## src/rtl/mw_pkg.sv

```systemverilog
package mw_pkg;

  // Two-bit opcodes carried in the command frame after the start bit
  typedef enum logic [1:0] {
    MW_OP_WRITE = 2'b01,
    MW_OP_READ  = 2'b10,
    MW_OP_ERASE = 2'b11
  } mw_op_e;

  // Frame overhead beyond the address: two idle zeros, start bit, opcode
  localparam int MW_FRAME_EXTRA = 5;

endpackage

```

## src/rtl/mw_tick_gen.sv

```systemverilog
module mw_tick_gen #(
  parameter int HALF_CYC = 4
) (
  input  logic clk,
  input  logic rst,
  input  logic run,
  output logic tick
);

  localparam int HC = (HALF_CYC < 1) ? 1 : HALF_CYC;
  localparam int CW = (HC > 1) ? $clog2(HC) : 1;

  logic [CW-1:0] cnt;

  assign tick = run && (cnt == CW'(HC - 1));

  always_ff @(posedge clk) begin
    if (rst || !run || tick) cnt <= '0;
    else                     cnt <= cnt + 1'b1;
  end

  // with a half-period above one cycle, ticks never come back to back
  if (HC > 1) begin : g_spacing
    assert_tick_spacing_R4: assert property (@(posedge clk) disable iff (rst)
      tick |=> !tick);
  end

endmodule

```

## src/rtl/mw_rx_shift.sv

```systemverilog
module mw_rx_shift #(
  parameter int DATA_W = 16
) (
  input  logic              clk,
  input  logic              rst,
  input  logic              shift_en,
  input  logic              bit_in,
  output logic [DATA_W-1:0] word
);

  // New bits enter at the top and move down, so the first one ends in bit 0
  always_ff @(posedge clk) begin
    if (rst)           word <= '0;
    else if (shift_en) word <= {bit_in, word[DATA_W-1:1]};
  end

endmodule

```

## src/rtl/mw_pin_decode.sv

```systemverilog
module mw_pin_decode #(
  parameter int FRAME_W = 11,
  parameter int DATA_W  = 16,
  parameter int SW      = 6
) (
  input  logic [SW-1:0]      step,
  input  logic [FRAME_W-1:0] frame,
  output logic               cs,
  output logic               sk,
  output logic               di
);

  localparam int CMD_STEPS = 2 * FRAME_W;
  localparam int DATA0     = CMD_STEPS + 1;
  localparam int DATA_END  = DATA0 + 2 * DATA_W;

  logic [SW-1:0]      half_idx;
  logic [SW-1:0]      k;
  logic [FRAME_W-1:0] sh;

  always_comb begin
    half_idx = step >> 1;
    k        = step - SW'(DATA0);
    sh       = frame << half_idx;
    cs       = 1'b1;
    sk       = 1'b0;
    di       = 1'b0;
    if (step < SW'(CMD_STEPS)) begin
      sk = step[0];
      di = sh[FRAME_W-1];
    end else if (step >= SW'(DATA0) && step < SW'(DATA_END)) begin
      sk = ~k[0];
    end
  end

endmodule

```

## src/rtl/mw_eeprom_reader.sv

```systemverilog
module mw_eeprom_reader #(
  parameter int HALF_CYC = 4,
  parameter int ADDR_W   = 6,
  parameter int DATA_W   = 16
) (
  input  logic              clk,
  input  logic              rst,
  input  logic              rd_req,
  input  logic [ADDR_W-1:0] rd_addr,
  output logic              rd_done,
  output logic [DATA_W-1:0] rd_data,
  output logic              ee_cs,
  output logic              ee_sk,
  output logic              ee_di,
  input  logic              ee_do
);
  import mw_pkg::*;

  localparam int FRAME_W   = ADDR_W + MW_FRAME_EXTRA;
  localparam int CMD_STEPS = 2 * FRAME_W;
  localparam int DATA0     = CMD_STEPS + 1;
  localparam int TRAIL     = DATA0 + 2 * DATA_W;
  localparam int SW        = $clog2(TRAIL + 1);

  logic               busy;
  logic [SW-1:0]      step;
  logic [FRAME_W-1:0] frame_q;
  logic               tick;
  logic               start;
  logic               finish;
  logic               busy_nxt;
  logic [SW-1:0]      step_nxt;
  logic [FRAME_W-1:0] frame_nxt;
  logic               dec_cs, dec_sk, dec_di;
  logic [SW-1:0]      data_k;
  logic               sample_en;
  logic [DATA_W-1:0]  rx_word;

  mw_tick_gen #(.HALF_CYC(HALF_CYC)) i_tick (
    .clk(clk), .rst(rst), .run(busy), .tick(tick)
  );

  assign start     = rd_req && !busy;
  assign finish    = busy && tick && (step == SW'(TRAIL));
  assign busy_nxt  = start || (busy && !finish);
  assign frame_nxt = start ? {2'b00, 1'b1, MW_OP_READ, rd_addr} : frame_q;

  always_comb begin
    if (start || finish) step_nxt = '0;
    else if (tick)       step_nxt = step + 1'b1;
    else                 step_nxt = step;
  end

  mw_pin_decode #(.FRAME_W(FRAME_W), .DATA_W(DATA_W), .SW(SW)) i_dec (
    .step(step_nxt), .frame(frame_nxt),
    .cs(dec_cs), .sk(dec_sk), .di(dec_di)
  );

  // Sample at the close of each high half of the data phase
  assign data_k    = step - SW'(DATA0);
  assign sample_en = busy && tick && (step >= SW'(DATA0)) &&
                     (step < SW'(TRAIL)) && !data_k[0];

  mw_rx_shift #(.DATA_W(DATA_W)) i_rx (
    .clk(clk), .rst(rst), .shift_en(sample_en), .bit_in(ee_do), .word(rx_word)
  );

  always_ff @(posedge clk) begin
    if (rst) begin
      busy    <= 1'b0;
      step    <= '0;
      frame_q <= '0;
      ee_cs   <= 1'b0;
      ee_sk   <= 1'b0;
      ee_di   <= 1'b0;
      rd_done <= 1'b0;
      rd_data <= '0;
    end else begin
      busy    <= busy_nxt;
      step    <= step_nxt;
      frame_q <= frame_nxt;
      ee_cs   <= busy_nxt && dec_cs;
      ee_sk   <= busy_nxt && dec_sk;
      ee_di   <= busy_nxt && dec_di;
      rd_done <= finish;
      if (finish) rd_data <= rx_word;
    end
  end

  // reset leaves every memory line and the strobe low
  assert_reset_quiet_R1: assert property (@(posedge clk)
    rst |=> (!ee_cs && !ee_sk && !ee_di && !rd_done));

  // data-in never moves on a rising serial clock
  assert_di_held_R3: assert property (@(posedge clk) disable iff (rst)
    $rose(ee_sk) |-> $stable(ee_di));

  // a deselected memory sees quiet clock and data lines
  assert_idle_quiet_R7: assert property (@(posedge clk) disable iff (rst)
    !ee_cs |-> (!ee_sk && !ee_di));

  // the completion strobe lasts one cycle and comes with the select released
  assert_done_single_R8: assert property (@(posedge clk) disable iff (rst)
    rd_done |=> !rd_done);
  assert_done_released_R8: assert property (@(posedge clk) disable iff (rst)
    rd_done |-> !ee_cs);

  // a request during a read leaves the latched frame untouched
  assert_ignore_busy_R9: assert property (@(posedge clk) disable iff (rst)
    (busy && rd_req && !finish) |=> $stable(frame_q));

endmodule

```

## config.mk

```make
export PLATFORM = sky130hd
export DESIGN_NAME = mw_eeprom_reader
export DESIGN_NICKNAME = d
export VERILOG_FILES = /design/src/rtl/mw_pkg.sv /design/src/rtl/mw_tick_gen.sv /design/src/rtl/mw_rx_shift.sv /design/src/rtl/mw_pin_decode.sv /design/src/rtl/mw_eeprom_reader.sv
export SDC_FILE = /design/constraint.sdc
export NUM_CORES = 1
export LEC_CHECK = 0
export ABC_AREA = 1
export BUFFER_PORTS_ARGS = -buffer_cell sky130_fd_sc_hd__buf_2
export CELL_PAD_IN_SITES_DETAIL_PLACEMENT = 0
export CELL_PAD_IN_SITES_GLOBAL_PLACEMENT = 1
export CORE_MARGIN = 2
export CORE_UTILIZATION = 47
export CTS_BUF_LIST = sky130_fd_sc_hd__clkbuf_4 sky130_fd_sc_hd__clkbuf_8
export DETAILED_ROUTE_END_ITERATION = 10
export GPL_TIMING_DRIVEN = 0
export PLACE_DENSITY = 0.95
export SETUP_SLACK_MARGIN = 0.3
export SYNTH_ARGS = -nofsm -noshare
export SYNTH_HDL_FRONTEND = slang
export SYNTH_SLANG_ARGS = --single-unit
```

## constraint.sdc

```tcl
create_clock -name clk -period 3.6 [get_ports clk]
set_input_delay 0.36 -clock clk [delete_from_list [all_inputs] [get_ports clk]]
set_output_delay 0.36 -clock clk [all_outputs]
set_load 0.02 [all_outputs]
```

# [Word-level counts from Yosys, hierarchy flattened]
# Cells that the tools add are included.
[word_totals] regBits=55 input_bits=10 out_inout_bits=20
[classes] add_sub_neg=4 n_lt_le_gt_ge=5 eq_ne=2 shifts=1 n_mux=6 bitwise_logic=1 reduce_logical=18
[op_table] operator="$ge 6x5->1 const B" count=2
[op_table] operator="$lt 6x6->1 const B" count=2
[op_table] operator="$mux 6" count=2
[op_table] operator="$logic_and 1x1->1" count=11
[op_table] operator="$mux 11" count=1
[op_table] operator="$shl 11x5->11" count=1
[op_table] operator="$add 6x1->6 const B" count=1
[op_table] operator="$eq 6x6->1 const B" count=1
[op_table] operator="$lt 6x5->1 const B" count=1
[op_table] operator="$logic_or 1x1->1" count=4
[op_table] operator="$logic_not 1->1" count=3
[op_table] operator="$mux 1" count=3
[op_table] operator="$add 2x1->2 const B" count=1
[op_table] operator="$eq 2x2->1 const B" count=1
[op_table] operator="$sub 1x1->1 const B" count=2
[op_table] operator="$not 1->1" count=1

# [Depth between registers and ports, before layout]
# Gate-level depths: netlist (run 1).
[depth] depth_word=11 depth_mapped=13 mapped_depth_nobuf=13

# [Cells and area by module]
# From an unflattened synthesis (run 1), not the netlist that was laid out.
[unflattened] cells_unflattened=355 hier_area_um2=2478.6
[by_module_without_submodules] mod="mw_eeprom_reader" n_inst=1 cells_each=202 area_per_inst_um2=1544.0
[by_module_without_submodules] mod="mw_rx_shift" n_inst=1 cells_each=101 area_per_inst_um2=670.6
[by_module_without_submodules] mod="mw_pin_decode" n_inst=1 cells_each=41 area_per_inst_um2=175.2
[by_module_without_submodules] mod="mw_tick_gen" n_inst=1 cells_each=11 area_per_inst_um2=88.8

# [Worst setup path before layout (run 1)]
# No wires, ideal clock.
[synth_timing] path_type="flip-flop to flip-flop" from="register busy" to="register ee_di" setup_time_ns=0.111 t_arrival_ns=1.436 required_ns=3.489 setup_slack_ns=2.054 stages_incl_launch_ff=12 period_less_slack_ns=1.546 path_cell_list="dfxtp_1 nand2_4 nor2_8 nand2_8 nand2_8 inv_2 nand2_4 nand3_1 nand3_1 nand2_1 nand2_1 nor2_2"
[synth_between] elab_chain_len=8 elab_cells_between_ends=16 cone_classes="order compare (1); shift (1); mux (4); reduce/logical (10)"
[synth_lines] element="start: declaration" line="mw_eeprom_reader.sv:25" rtl="logic busy;"
[synth_lines] element="start signal: assignment" line="mw_eeprom_reader.sv:79" rtl="busy <= busy_nxt;"
[synth_lines] element="$logic_and 1x1->1" line="mw_tick_gen.sv:15" rtl="assign tick = run && (cnt == CW'(HC - 1));"
[synth_lines] element="$logic_and 1x1->1 (2 in a row)" line="mw_eeprom_reader.sv:44" rtl="assign finish = busy && tick && (step == SW'(TRAIL));"
[synth_lines] element="$logic_or 1x1->1" line="mw_eeprom_reader.sv:49" rtl="if (start || finish) step_nxt = '0;"
[synth_lines] element="$mux 6" line="mw_eeprom_reader.sv:49"
[synth_lines] element="$lt 6x5->1 or $shl 11x5->11 (tied branches)" line="mw_pin_decode.sv:28, mw_pin_decode.sv:24"
[synth_lines] element="$mux 1" line="mw_pin_decode.sv:28" rtl="if (step < SW'(CMD_STEPS)) begin"
[synth_lines] element="$logic_and 1x1->1 *" line="mw_eeprom_reader.sv:84" rtl="ee_di <= busy_nxt && dec_di;"
[synth_lines] element="end signal: assignment" line="mw_eeprom_reader.sv:84"
[synth_lines] element="end: declaration" line="mw_eeprom_reader.sv:14" rtl="output logic ee_di,"
# Mark *: on every way between the ends. The rest lies on a longest branch, timed or not.
# A chain may end at the register's enable or synchronous reset.

# [Worst setup path after layout (run 1)]
[layout_timing] from="register i_tick.cnt[0]" to="register ee_di"
[layout_between] elab_chain_len=9 elab_cells_between_ends=14 cone_classes="order compare (1); eq/ne (1); shift (1); mux (3); reduce/logical (8)"
[layout_lines] element="start: declaration" line="mw_tick_gen.sv:13" rtl="logic [CW-1:0] cnt;"
[layout_lines] element="start signal: assignment" line="mw_tick_gen.sv:19" rtl="else cnt <= cnt + 1'b1;"
[layout_lines] element="$eq 2x2->1 *" line="mw_tick_gen.sv:15"
[layout_lines] element="$logic_and 1x1->1 *" line="mw_tick_gen.sv:15"
[layout_lines] element="$logic_and 1x1->1 (2 in a row)" line="mw_eeprom_reader.sv:44"
[layout_lines] element="$logic_or 1x1->1" line="mw_eeprom_reader.sv:49"
[layout_lines] element="$mux 6" line="mw_eeprom_reader.sv:49"
[layout_lines] element="$lt 6x5->1 or $shl 11x5->11 (tied branches)" line="mw_pin_decode.sv:28, mw_pin_decode.sv:24"
[layout_lines] element="$mux 1" line="mw_pin_decode.sv:28"
[layout_lines] element="$logic_and 1x1->1 *" line="mw_eeprom_reader.sv:84"
# Marked as above.

==> results of run 1 <==
-- how the worst max path moves through the flow --
| stage | startpoint | end | cells after the start |
|---|---|---|---|
| after floorplan | busy | ee_di | 11 |
| after global placement | i_tick.cnt[0] | ee_di | 8 |
| after detailed placement | i_tick.cnt[0] | ee_sk | 8 |
| after CTS | i_tick.cnt[0] | ee_di | 8 |
| after global routing | i_tick.cnt[0] | ee_sk | 8 |
| final | i_tick.cnt[0] | ee_di | 8 |
-- flip-flops by register name, indices dropped and copies added (netlist names) --
signal	count
rd_done	1
i_tick.cnt	2
rd_data	16
i_rx.word	16
frame_q	11
step	6
busy	1
ee_di	1
ee_sk	1
-- routing by layer --
metal	routed length, um	part of all wire (%)
met5	0	0
met4	76	1.8
met3	161	3.8
met2	1960	46
met1	2070	48
-- layout make-up --
type | instances | area share, %
Inverter | 45 | 6.30
Clock buffer | 6 | 3.08
Clock inverter | 2 | 1.45
Timing Repair Buffer | 28 | 5.22
Buffer | 10 | 2.33
Tap cell | 67 | 3.13
Sequential cell | 55 | 41.0
Multi-Input combinational cell | 180 | 37.5
-- worst reg2reg max path, delay by kind of cell (launching register included) --
family,cells,cell delay [ps]
adder cells (fa/ha/maj),1,250
AO/OA/AOI/OAI,3,710
flip-flops,1,330
AND/OR/NAND/NOR,4,440
-- stage by stage --
step / utilization, % / instances / instance area, um2
global placement: 53.9 / 385 / 2560
floorplan: - / 290 / 2340
finish: 56.4 / 393 / 2680
global route: 56.4 / 393 / 2680
CTS: 56.4 / 393 / 2680
detailed placement: 53.9 / 385 / 2560
-- synthesized netlist by cell type --
cell type  number  share of area (%)
or2_2           2               0.54
a21oi_2         1               0.37
o21ai_0        10                2.1
buf_2           2               0.43
a211oi_2        3                1.6
nand2_1        61                9.8
nor4_1          1               0.27
nand3_1        11                2.4
nand2_8         2                1.7
nand3_4         1               0.75
nor2_2          3               0.80
o21ai_2         1               0.37
a21oi_4         1               0.70
nor2_4          2               0.96
nand4_1         2               0.54
a31oi_1         1               0.27
a21boi_2        1               0.48
buf_6           3                1.4
nand3_2         1               0.43
nor2_1         35                5.6
clkinv_1        1               0.16
nor3_1          5                1.1
ha_1            2                1.1
dfxtp_1        55                 47
nor2_8          2                1.7
nand2_4         4                1.9
inv_2           4               0.64
clkbuf_1        5               0.80
inv_1          40                6.4
o21ai_1        10                2.1
a211oi_1       13                4.2
a21oi_1         4               0.86
o21a_1          1               0.32
-- cell families after synthesis --
logic type	after synthesis
buffers and inverters	55
adder cells (fa/ha/maj)	2
AO/OA/AOI/OAI	46
flip-flops	55
AND/OR/NAND/NOR	132
-- power groups by stage --
stage / clock network [mW] / logic [mW] / registers (mW)
after floorplan: 0 / 0.0399 / 0.634
after global placement: 0 / 0.0559 / 0.634
after detailed placement: 0 / 0.0564 / 0.634
after CTS: 0.444 / 0.0567 / 0.620
after global routing: 0.469 / 0.0632 / 0.621
final: 0.429 / 0.0560 / 0.620
==> metrics.txt, run 1 <==
# TYPE chip_impl_metric gauge
chip_impl_metric{name="design.portCount",unit=""} 30
chip_impl_info{name="worstReg2RegEnd",value="ee_di"} 1
chip_impl_info{name="slowest_cell_on_crit_path",value="dfxtp_1"} 1
chip_impl_info{name="grt_busiest_layer",value="met2"} 1
chip_impl_metric{name="drtIter0Drc",unit=""} 63
chip_impl_metric{name="grt_util_met2",unit="%"} 28.9
chip_impl_metric{name="detail-route-antenna-nets",unit=""} 0
chip_impl_metric{name="sequential_cell_fraction_of_total_power",unit="%"} 56.1
chip_impl_metric{name="synth_seq_area_share",unit="%"} 47.1
chip_impl_metric{name="maxClockFrequency",unit="GHz"} 0.566
chip_impl_metric{name="finalWorstPathRequiredPeriod",unit="ps"} 1770
chip_impl_metric{name="pwr-share-comb",unit="%"} 5.1
chip_impl_metric{name="synth_xor_area_share",unit="%"} 0
chip_impl_metric{name="cts.repair_timing.setup_buffer_count",unit=""} 0
chip_impl_metric{name="synth_cell_types",unit=""} 33
chip_impl_metric{name="first_global_vias",unit=""} 1681
chip_impl_info{name="tritoncts",value="built"} 1
chip_impl_info{name="reg2reg_from",value="i_tick.cnt[0]"} 1
chip_impl_metric{name="gp_routability_congestion",unit=""} 0.814
chip_impl_metric{name="syn_area_per_cell",unit="um2"} 8.06
chip_impl_metric{name="dp_worst_setup_slack",unit="ps"} 1880
chip_impl_metric{name="grt_pass1_wl",unit="mm"} 7.42
chip_impl_info{name="category_of_the_worst_setup_path_launch_point",value="flip-flop"} 1
chip_impl_info{name="path_cells",value="ha_1 -> nand2_4 -> nor2_8 -> a21oi_4 -> o21ai_0 -> a31oi_1 -> nand2_1 -> nor2_2"} 1
chip_impl_metric{name="vias",unit=""} 1825
chip_impl_metric{name="synth_warnings",unit=""} 0
chip_impl_info{name="outcome",value="finished clean"} 1
chip_impl_metric{name="fillCellCount",unit=""} 474
chip_impl_info{name="layout_commonest_cell",value="nand2_1"} 1
chip_impl_metric{name="postCtsHoldBufs",unit=""} 0
chip_impl_metric{name="placement_rows",unit=""} 25
chip_impl_metric{name="cts_repair_resize_count",unit=""} 0
chip_impl_metric{name="grt_overflow_total",unit=""} 0
chip_impl_info{name="cpLargestDelayFamily",value="compound AO/OA/AOI/OAI gates"} 1
chip_impl_info{name="hp-class",value="in -> reg"} 1
chip_impl_metric{name="clk_latency",unit="ps"} 310
chip_impl_metric{name="post_syn_area",unit="um2"} 2340
chip_impl_metric{name="synth_compound_area_share",unit="%"} 13.4
chip_impl_metric{name="core-area",unit="um2"} 4750
chip_impl_metric{name="r2r.worst_path.cells",unit=""} 8
chip_impl_metric{name="totalWireLength",unit="mm"} 4.27
chip_impl_info{name="main_combinational_cell_family_by_area_after_synthesis",value="simple AND/OR/NAND/NOR gates"} 1
chip_impl_metric{name="switchingPower",unit="mW"} 0.241
chip_impl_metric{name="vdd_ir_drop_max",unit="uV"} 236
chip_impl_info{name="grt_setup_unrepaired",value="false"} 1
chip_impl_info{name="hp-start",value="rd_addr[5]"} 1
chip_impl_metric{name="global_route.usage.total",unit="%"} 17.8
chip_impl_metric{name="post_synth_fa_ha_maj_area_fraction",unit="%"} 1.07
chip_impl_metric{name="floorplan.die_area",unit="um2"} 5550
chip_impl_metric{name="final.hold.worst_slack",unit="ps"} 315
chip_impl_metric{name="timing.reg2reg.setup_slack",unit="ps"} 1830
chip_impl_metric{name="numPortBuffers",unit=""} 28
chip_impl_metric{name="worst_margin_pin_slew",unit="ps"} 659
chip_impl_metric{name="leakage_power",unit="nW"} 1.22
chip_impl_metric{name="tritoncts_buffer_count",unit=""} 5
chip_impl_metric{name="critical_path_buf_inv_count",unit=""} 0
chip_impl_metric{name="detail_route.drc_violations",unit=""} 0
chip_impl_metric{name="synth.mux.area_fraction",unit="%"} 0
chip_impl_metric{name="layout.nets",unit=""} 337
chip_impl_metric{name="p_int",unit="mW"} 0.864
chip_impl_metric{name="antennaDiodeCount",unit=""} 0
chip_impl_metric{name="switching_share",unit="%"} 21.8
chip_impl_metric{name="timing.critical_path.slowest_cell_delay",unit="ps"} 330
chip_impl_metric{name="numClockSinks",unit=""} 55
chip_impl_metric{name="start_util",unit="%"} 49.2
chip_impl_metric{name="seq_area",unit="um2"} 1100
chip_impl_metric{name="cp_data_required_time",unit="ps"} 3860
chip_impl_info{name="cts-root-buf",value="clkbuf_8"} 1
chip_impl_metric{name="die_h",unit="um"} 74.5
chip_impl_metric{name="grtUsageMet3",unit="%"} 4.61
chip_impl_metric{name="timing.final.hold_violations",unit=""} 0
chip_impl_metric{name="critical_path_arrival",unit="ps"} 2020
chip_impl_metric{name="final.setup.tns",unit="ps"} 0
chip_impl_metric{name="p_per_area",unit="nW/um2"} 412
chip_impl_metric{name="yosys.area_share.simple",unit="%"} 28.5
chip_impl_metric{name="bufs_on_longest_clock_path",unit=""} 2
chip_impl_metric{name="areaGrowthSynthToFinish",unit="%"} 14.8
chip_impl_metric{name="final_layout_size_suffix_gt1_share",unit="%"} 21.2
chip_impl_metric{name="final.setup_skew",unit="ps"} 4.85
chip_impl_metric{name="wl_per_cell",unit="um"} 10.9
chip_impl_metric{name="postSynthRegisterBits",unit=""} 55
chip_impl_info{name="layout.cells.most_common_list",value="nand2_1, dfxtp_1, inv_1"} 1
chip_impl_metric{name="multi_input_logic_area",unit="um2"} 1000
chip_impl_info{name="timing.critical_path.to_type",value="flip-flop"} 1
chip_impl_metric{name="maxSlewViolCount",unit=""} 0
chip_impl_metric{name="die_w",unit="um"} 74.5
chip_impl_metric{name="grt_max_degree",unit=""} 18
chip_impl_metric{name="clkTransAtPathRegs",unit="ps"} 90
chip_impl_metric{name="dp_hpwl",unit="mm"} 3.10
chip_impl_metric{name="setup_viol",unit=""} 0
chip_impl_metric{name="timing.slew.headroom",unit="%"} 56.1
chip_impl_metric{name="grt_use_met1",unit="%"} 22.7
chip_impl_metric{name="antenna_found_initial",unit=""} 0
chip_impl_metric{name="cts.htree.levels",unit=""} 2
chip_impl_metric{name="post_drt_via_cell_ratio",unit=""} 4.64
chip_impl_metric{name="critical_path_peak_fanout",unit=""} 8
chip_impl_metric{name="cap_viol_max_count",unit=""} 0
chip_impl_metric{name="clock_power_share",unit="%"} 38.8
chip_impl_metric{name="syn-instance-count",unit=""} 290
chip_impl_metric{name="min_period_over_period",unit="%"} 49.1
chip_impl_info{name="min_to",value="frame_q[5]"} 1
chip_impl_metric{name="postSynthNetCount",unit=""} 302
chip_impl_metric{name="firstDrtPassIters",unit=""} 4
chip_impl_info{name="critPathKind",value="reg -> reg"} 1
chip_impl_metric{name="finalPower",unit="mW"} 1.10
chip_impl_metric{name="worstHoldPathCells",unit=""} 3
chip_impl_metric{name="finalWorstSetupSlack",unit="ps"} 1830
(Power assumes the default switching activity.)
==> inputs of run 2 (changes only) <==
- ABC_AREA: 1 -> 0
- CORE_UTILIZATION: 47 -> 45
- PLACE_DENSITY: 0.95 -> 0.93
- clock period: 3.6 -> 1.8 ns (I/O delays scaled with it)
==> run 2 against run 1 <==
Clock skew about the same. Highest routed layer unchanged. Flip-flop and latch count is the same. Wire length grew 39%. Sequential power is 100% higher. Critical path type unchanged. Power increased by 99%. Global-route usage up 1.8 points. The run now ends with setup timing left.
==> metrics.txt, run 2 <==
# TYPE chip_impl_metric gauge
chip_impl_metric{name="numPortBuffers",unit=""} 29
chip_impl_info{name="netlist_top_cells_area",value="dfxtp_1, mux2i_1, nand2_1, a21oi_1, nor2_1"} 1
chip_impl_metric{name="grt_pass1_wl",unit="mm"} 9.43
chip_impl_metric{name="leakage_power",unit="nW"} 1.32
chip_impl_metric{name="switching_share",unit="%"} 23.0
chip_impl_metric{name="post_drt_via_cell_ratio",unit=""} 5.21
chip_impl_metric{name="synth_seq_area_share",unit="%"} 45.7
chip_impl_metric{name="netlist.area_leader.share",unit="%"} 45.7
chip_impl_metric{name="vias",unit=""} 2132
chip_impl_metric{name="global_route.usage.total",unit="%"} 19.6
chip_impl_metric{name="start_util",unit="%"} 46.8
chip_impl_metric{name="postSynthNetCount",unit=""} 291
chip_impl_metric{name="cp_data_required_time",unit="ps"} 2000
chip_impl_info{name="outcome",value="finished, violations left"} 1
chip_impl_metric{name="gp_routability_congestion",unit=""} 0.868
chip_impl_info{name="timing.critical_path.to_type",value="flip-flop"} 1
chip_impl_metric{name="antennaDiodeCount",unit=""} 0
chip_impl_metric{name="timing.final.hold_violations",unit=""} 0
chip_impl_info{name="hp-class",value="in -> reg"} 1
chip_impl_metric{name="post_syn_area",unit="um2"} 2410
chip_impl_metric{name="core-area",unit="um2"} 5140
chip_impl_metric{name="pwr-share-comb",unit="%"} 5.0
chip_impl_info{name="critPathKind",value="reg -> reg"} 1
chip_impl_metric{name="cap_viol_max_count",unit=""} 0
chip_impl_metric{name="numClockSinks",unit=""} 55
chip_impl_metric{name="die_h",unit="um"} 77.1
chip_impl_metric{name="clock_power_share",unit="%"} 38.7
chip_impl_metric{name="fillCellCount",unit=""} 441
chip_impl_metric{name="clkTransAtPathRegs",unit="ps"} 100
chip_impl_info{name="netlist_top_cells_count",value="dfxtp_1, nand2_1, nor2_1"} 1
chip_impl_metric{name="switchingPower",unit="mW"} 0.505
chip_impl_metric{name="timing.slew.headroom",unit="%"} 56.0
chip_impl_metric{name="areaGrowthSynthToFinish",unit="%"} 42.2
chip_impl_info{name="cts-root-buf",value="clkbuf_8"} 1
chip_impl_metric{name="vdd_ir_drop_max",unit="uV"} 681
chip_impl_metric{name="drtIter0Drc",unit=""} 167
chip_impl_metric{name="postSynth.asyncResetShare",unit="%"} 0
chip_impl_metric{name="syn_area_per_cell",unit="um2"} 8.63
chip_impl_metric{name="setup_viol",unit=""} 1
chip_impl_metric{name="dp_hpwl",unit="mm"} 3.58
chip_impl_metric{name="min_period_over_period",unit="%"} 106
chip_impl_metric{name="final.setup_skew",unit="ps"} 4.89
chip_impl_metric{name="postCtsHoldBufs",unit=""} 0
chip_impl_info{name="failed_checks",value="setup timing"} 1
chip_impl_metric{name="detail-route-antenna-nets",unit=""} 0
chip_impl_metric{name="number_of_enable_flip_flop_cells_after_synthesis",unit=""} 0
chip_impl_metric{name="critical_path_arrival",unit="ps"} 2110
chip_impl_metric{name="totalWireLength",unit="mm"} 5.94
chip_impl_info{name="layout.cells.most_common_list",value="dfxtp_1, nor2_1, nand2_1"} 1
chip_impl_metric{name="placement_rows",unit=""} 26
chip_impl_metric{name="bufs_on_longest_clock_path",unit=""} 2
chip_impl_metric{name="maxClockFrequency",unit="GHz"} 0.524
chip_impl_metric{name="tritoncts_buffer_count",unit=""} 5
chip_impl_metric{name="grt_overflow_total",unit=""} 0
chip_impl_metric{name="clk_latency",unit="ps"} 310
chip_impl_info{name="layout_commonest_cell",value="dfxtp_1"} 1
chip_impl_info{name="ys.flop_type",value="dfxtp_1"} 1
chip_impl_metric{name="die_w",unit="um"} 77.1
chip_impl_metric{name="final_layout_size_suffix_gt1_share",unit="%"} 44.2
chip_impl_metric{name="sequential_cell_fraction_of_total_power",unit="%"} 56.3
chip_impl_metric{name="finalWorstSetupSlack",unit="ps"} -109
chip_impl_metric{name="detail_route.drc_violations",unit=""} 0
chip_impl_info{name="grt_setup_unrepaired",value="true"} 1
chip_impl_info{name="largest_registers",value="i_rx.word (16), rd_data (16), frame_q (11)"} 1
chip_impl_metric{name="final.setup.tns",unit="ps"} -109
chip_impl_info{name="category_of_the_worst_setup_path_launch_point",value="flip-flop"} 1
chip_impl_info{name="tritoncts",value="built"} 1
chip_impl_metric{name="antenna_found_initial",unit=""} 0
chip_impl_metric{name="postSynthRegisterBits",unit=""} 55
chip_impl_metric{name="floorplan.die_area",unit="um2"} 5950
chip_impl_info{name="yosys.area.top_type",value="dfxtp_1"} 1
chip_impl_metric{name="design.portCount",unit=""} 30
chip_impl_info{name="post-synth-top-count-cell",value="dfxtp_1"} 1
chip_impl_metric{name="layout.nets",unit=""} 350
chip_impl_metric{name="finalWorstPathRequiredPeriod",unit="ps"} 1910
chip_impl_metric{name="synth_warnings",unit=""} 0
chip_impl_metric{name="wl_per_cell",unit="um"} 14.5
chip_impl_metric{name="grt_max_degree",unit=""} 19
chip_impl_metric{name="firstDrtPassIters",unit=""} 4
chip_impl_metric{name="maxSlewViolCount",unit=""} 0
chip_impl_metric{name="syn-instance-count",unit=""} 279
chip_impl_metric{name="worst_margin_pin_slew",unit="ps"} 661
chip_impl_metric{name="final.hold.worst_slack",unit="ps"} 92.3
chip_impl_metric{name="synth_cell_types",unit=""} 46
chip_impl_metric{name="cts.htree.levels",unit=""} 2
chip_impl_metric{name="p_int",unit="mW"} 1.69
chip_impl_metric{name="critical_path_peak_fanout",unit=""} 7
chip_impl_metric{name="first_global_vias",unit=""} 2007
chip_impl_metric{name="p_per_area",unit="nW/um2"} 641
## run 2: cell types whose count changed in the layout (fill, tap and decap cells not counted), moves of 17 or more
| cell | change |
|---|---|
| buf_4 | +17 |
| inv_1 | -39 |
| mux2i_1 | +21 |
| nand2_1 | -29 |
| a21oi_2 | +19 |
## run 2: metal layers
layer	track usage, %	vias up	share of wire, %
met5	0	-	0
met4	6.07	0	1.5
met3	3.88	9	4.7
met2	33.8	57	50
met1	24.7	1002	43
li1	-	1064	-
## run 2: cells by family after synthesis
logic type / Yosys count / share of synthesized area, %
AND/OR/NAND/NOR: 123 / 24.1
flip-flops: 55 / 45.7
AO/OA/AOI/OAI: 47 / 12.1
buffers and inverters: 24 / 5.61
multiplexers: 22 / 9.20
XOR/XNOR: 6 / 2.18
adder cells (fa/ha/maj): 2 / 1.04
## run 2: area by class of cell
| type | instances | area (um2) | share of cell area, % |
|---|---|---|---|
| clock inverters | 3 | 47.5 | 1.39 |
| well taps | 70 | 87.6 | 2.56 |
| plain buffers | 23 | 198 | 5.77 |
| inverters | 1 | 3.75 | 0.110 |
| repair buffers | 52 | 410 | 12.0 |
| multi-input cells | 200 | 1500 | 43.8 |
| flip-flops and latches | 55 | 1110 | 32.4 |
| clock buffers | 5 | 68.8 | 2.01 |
## run 2: worst paths after layout
check                      from             to  slack [ps]  depth (start not counted)
setup reg to reg  i_tick.cnt[0]          ee_di        -110                          9
hold / removal       rd_addr[3]     frame_q[3]          90                          3
hold reg to reg   i_tick.cnt[0]  i_tick.cnt[0]         420                          1
setup / recovery  i_tick.cnt[0]          ee_di        -110                          9
## run 2: repair_timing
action | in CTS | in global routing
setup endpoints to repair | 39 | 47
buffers inserted | 12 | 8
pin swaps | 37 | 12
hold endpoints to repair | 0 | 0
resized for setup | 58 | 43
cloned | 2 | 1
## run 2: power by group through the flow
stage / Sequential (mW) / Clock [mW] / Combinational (mW)
final: 1.24 / 0.849 / 0.109
after floorplan: 1.27 / 0 / 0.0630
after detailed placement: 1.27 / 0 / 0.0990
after global routing: 1.24 / 0.913 / 0.122
after CTS: 1.24 / 0.864 / 0.102
after global placement: 1.26 / 0 / 0.0964
## run 2: metrics by stage
step	setup WS, ps	instance area [um2]	total power [mW]	util [%]	instances
2_1_floorplan	96.4	2460	1.33	-	279
3_3_place_gp	-201	2700	1.36	52.5	378
3_5_place_dp	-166	2700	1.36	52.5	378
4_1_cts	-73.4	3170	2.20	61.7	400
5_1_grt	-170	3420	2.28	66.6	409
6_report	-109	3420	2.20	66.6	409
## run 2: worst max-delay path: stages, from the launching register on
cell	delay (ps)
dfxtp_2	330
ha_2	170
buf_6	130
and3_4	160
buf_6	130
o22ai_4	250
mux2i_1	240
nor2_1	70
nor4_1	230
nor4_2	90
==> inputs of run 3 (changes only) <==
- CORE_UTILIZATION: 45 -> 48
- PLACE_DENSITY: 0.93 -> 0.95
- clock period: 1.8 -> 2.2 ns (I/O delays scaled with it)
==> run 3 against run 2 <==
The flow now finishes without violations. Combinational power fell by 24%. Via count fell by 2.5%. Sequential power fell by 19%. Global-route usage rose by 0.94 points. Non-clock buffer count fell by 9. Core utilization fell by 5.0 points. Wire length fell by 12%. Design area fell by 14%. Clock skew rose by 2.0 ps. First-iteration DRC count fell by 37%. Worst setup slack improved by 380 ps. Register-to-register slack improved by 380 ps. Critical endpoint unchanged. Largest cell class unchanged. Highest routed layer unchanged.
==> metrics.txt, run 3 (synthesized netlist as in run 2, its figures left out) <==
# TYPE chip_impl_metric gauge
chip_impl_info{name="outcome",value="finished clean"} 1
chip_impl_metric{name="clk_latency",unit="ps"} 310
chip_impl_metric{name="postCtsHoldBufs",unit=""} 0
chip_impl_metric{name="totalWireLength",unit="mm"} 5.24
chip_impl_info{name="timing.critical_path.to_type",value="flip-flop"} 1
chip_impl_info{name="largest_registers",value="i_rx.word (16), rd_data (16), frame_q (11)"} 1
chip_impl_metric{name="die_h",unit="um"} 74.8
chip_impl_info{name="category_of_the_worst_setup_path_launch_point",value="flip-flop"} 1
chip_impl_metric{name="antenna_found_initial",unit=""} 0
chip_impl_metric{name="critical_path_peak_fanout",unit=""} 7
chip_impl_info{name="worstReg2RegEnd",value="ee_di"} 1
chip_impl_info{name="slowest_cell_on_crit_path",value="dfxtp_2"} 1
chip_impl_metric{name="final.setup_skew",unit="ps"} 6.94
chip_impl_metric{name="setup_viol",unit=""} 0
chip_impl_metric{name="areaGrowthSynthToFinish",unit="%"} 22.6
chip_impl_metric{name="multi_input_logic_area",unit="um2"} 1260
chip_impl_metric{name="final.setup.tns",unit="ps"} 0
chip_impl_metric{name="timing.final.hold_violations",unit=""} 0
chip_impl_info{name="hp-start",value="rd_addr[3]"} 1
chip_impl_metric{name="global_route.usage.total",unit="%"} 20.6
chip_impl_metric{name="p_per_area",unit="nW/um2"} 571
chip_impl_metric{name="firstDrtPassIters",unit=""} 4
chip_impl_metric{name="cp_data_required_time",unit="ps"} 2390
chip_impl_metric{name="clkTransAtPathRegs",unit="ps"} 100
chip_impl_metric{name="numClockSinks",unit=""} 55
chip_impl_metric{name="cap_viol_max_count",unit=""} 0
chip_impl_metric{name="core-area",unit="um2"} 4790
chip_impl_metric{name="grt_max_degree",unit=""} 18
chip_impl_metric{name="drtIter0Drc",unit=""} 106
chip_impl_metric{name="detail-route-antenna-nets",unit=""} 0
chip_impl_metric{name="place.detailed.instances",unit=""} 375
chip_impl_metric{name="fillCellCount",unit=""} 432
chip_impl_metric{name="design.portCount",unit=""} 30
chip_impl_metric{name="die_w",unit="um"} 74.8
chip_impl_metric{name="leakage_power",unit="nW"} 1.19
chip_impl_info{name="layout.cells.most_common_list",value="dfxtp_1, nand2_1, nor2_1"} 1
chip_impl_metric{name="critical_path_buf_inv_count",unit=""} 3
chip_impl_metric{name="numPortBuffers",unit=""} 29
chip_impl_metric{name="finalWorstPathRequiredPeriod",unit="ps"} 1930
chip_impl_info{name="cts-root-buf",value="clkbuf_8"} 1
chip_impl_info{name="cpLargestDelayFamily",value="simple AND/OR/NAND/NOR gates"} 1
chip_impl_metric{name="bufs_on_longest_clock_path",unit=""} 2
chip_impl_metric{name="seq_area",unit="um2"} 1110
chip_impl_metric{name="post_drt_via_cell_ratio",unit=""} 5.23
chip_impl_metric{name="start_util",unit="%"} 50.3
chip_impl_info{name="reg2reg_from",value="i_tick.cnt[0]"} 1
chip_impl_info{name="tritoncts",value="built"} 1
chip_impl_metric{name="timing.reg2reg.setup_slack",unit="ps"} 270
chip_impl_info{name="min_to",value="frame_q[3]"} 1
chip_impl_metric{name="timing.slew.headroom",unit="%"} 66.8
chip_impl_metric{name="final_layout_size_suffix_gt1_share",unit="%"} 28.2
chip_impl_metric{name="tritoncts_buffer_count",unit=""} 5
chip_impl_metric{name="detail_route.drc_violations",unit=""} 0
chip_impl_info{name="path_cells",value="ha_4 -> buf_6 -> and3_4 -> buf_6 -> o22ai_4 -> buf_4 -> mux2i_1 -> nor2_1 -> nor4_2 -> nor4_2"} 1
chip_impl_info{name="layout_commonest_cell",value="dfxtp_1"} 1
chip_impl_metric{name="wl_per_cell",unit="um"} 13.2
chip_impl_metric{name="worst_margin_pin_slew",unit="ps"} 498
chip_impl_info{name="grt_setup_unrepaired",value="true"} 1
chip_impl_metric{name="critical_path_arrival",unit="ps"} 2120
chip_impl_metric{name="r2r.worst_path.cells",unit=""} 10
chip_impl_metric{name="maxSlewViolCount",unit=""} 0
chip_impl_metric{name="floorplan.die_area",unit="um2"} 5600
chip_impl_metric{name="antennaDiodeCount",unit=""} 0
chip_impl_metric{name="grt_pass1_wl",unit="mm"} 8.86
chip_impl_metric{name="grt_overflow_total",unit=""} 0
chip_impl_metric{name="worstHoldPathCells",unit=""} 3
chip_impl_metric{name="timing.critical_path.slowest_cell_delay",unit="ps"} 350
chip_impl_metric{name="gp_routability_congestion",unit=""} 0.795
chip_impl_metric{name="first_global_vias",unit=""} 1891
chip_impl_info{name="critPathKind",value="reg -> reg"} 1
chip_impl_info{name="hp-class",value="in -> reg"} 1
chip_impl_metric{name="placement_rows",unit=""} 25
chip_impl_metric{name="stdcell_count",unit=""} 397
chip_impl_metric{name="min_period_over_period",unit="%"} 87.8
chip_impl_metric{name="cts.htree.levels",unit=""} 2
chip_impl_metric{name="vdd_ir_drop_max",unit="uV"} 500
chip_impl_info{name="startpoint",value="i_tick.cnt[0]"} 1
chip_impl_metric{name="maxClockFrequency",unit="GHz"} 0.518
chip_impl_metric{name="vias",unit=""} 2078
chip_impl_metric{name="dp_hpwl",unit="mm"} 3.52
chip_impl_metric{name="layout.nets",unit=""} 341
[run 3: cell types whose count changed in the layout (fill, tap and decap cells not counted), moves of 3 or more]
cell / before / now
a21oi_1: 12 / 31
nor2_4: 3 / 0
nand2_1: 32 / 50
buf_6: 10 / 4
nor3_2: 3 / 0
buf_8: 4 / 1
nor3_1: 2 / 5
nand2_4: 16 / 0
buf_2: 30 / 33
nor2_1: 35 / 38
a21oi_2: 20 / 0
[run 3: metrics by stage]
stage               util [%]  power [mW]  cell area, um2  hold slack, ps  setup slack [ps]
floorplan                  -        1.09            2410             356               336
finish                  61.6        1.68            2950             140               269
global placement        55.1        1.11            2640             419             -21.0
detailed placement      55.1        1.12            2640             431             -37.8
CTS                     59.3        1.69            2840             138               309
global route            61.6        1.75            2950             156               174
[run 3: worst register-to-register path, stage by stage (launching register included)]
cell     delay (ps)
dfxtp_2         350
ha_4            150
buf_6           130
and3_4          160
buf_6           130
o22ai_4         190
buf_4           160
mux2i_1         220
nor2_1           80
nor4_2          170
nor4_2           80
[run 3: cell type report]
type | instances | area share, %
Buffer | 23 | 5.09
Clock buffer | 6 | 2.80
Clock inverter | 2 | 0.466
Inverter | 1 | 0.127
Multi-Input combinational cell | 200 | 42.7
Sequential cell | 55 | 37.5
Tap cell | 67 | 2.84
Timing Repair Buffer | 43 | 8.48
[run 3: layer usage]
layer	vias to the layer above	GRT usage [%]	wire length, um
met4	0	6.75	70
met5	-	0	0
li1	1042	-	-
met3	7	3.88	230
met1	975	27.8	2370
met2	54	33.3	2570
[run 3: repair_timing]
| item | CTS | global route |
|---|---|---|
| buffers inserted | 7 | 7 |
| pin swaps | 9 | 6 |
| setup endpoints to repair | 23 | 23 |
| resized for setup | 14 | 16 |
| hold endpoints to repair | 0 | 0 |
[run 3: worst max-delay path by stage]
stage,to,slack [ps],cells past startpoint
floorplan,ee_di,340,8
global placement,ee_di,-20,8
detailed placement,ee_di,-40,8
CTS,ee_di,310,7
global route,ee_di,170,10
finish,ee_di,270,10
[run 3: power by group]
| group | switching [mW] | internal [mW] | total (mW) |
|---|---|---|---|
| combinational | 0.0521 | 0.0312 | 0.0833 |
| clock | 0.330 | 0.258 | 0.588 |
| sequential | 0.00701 | 1.01 | 1.01 |
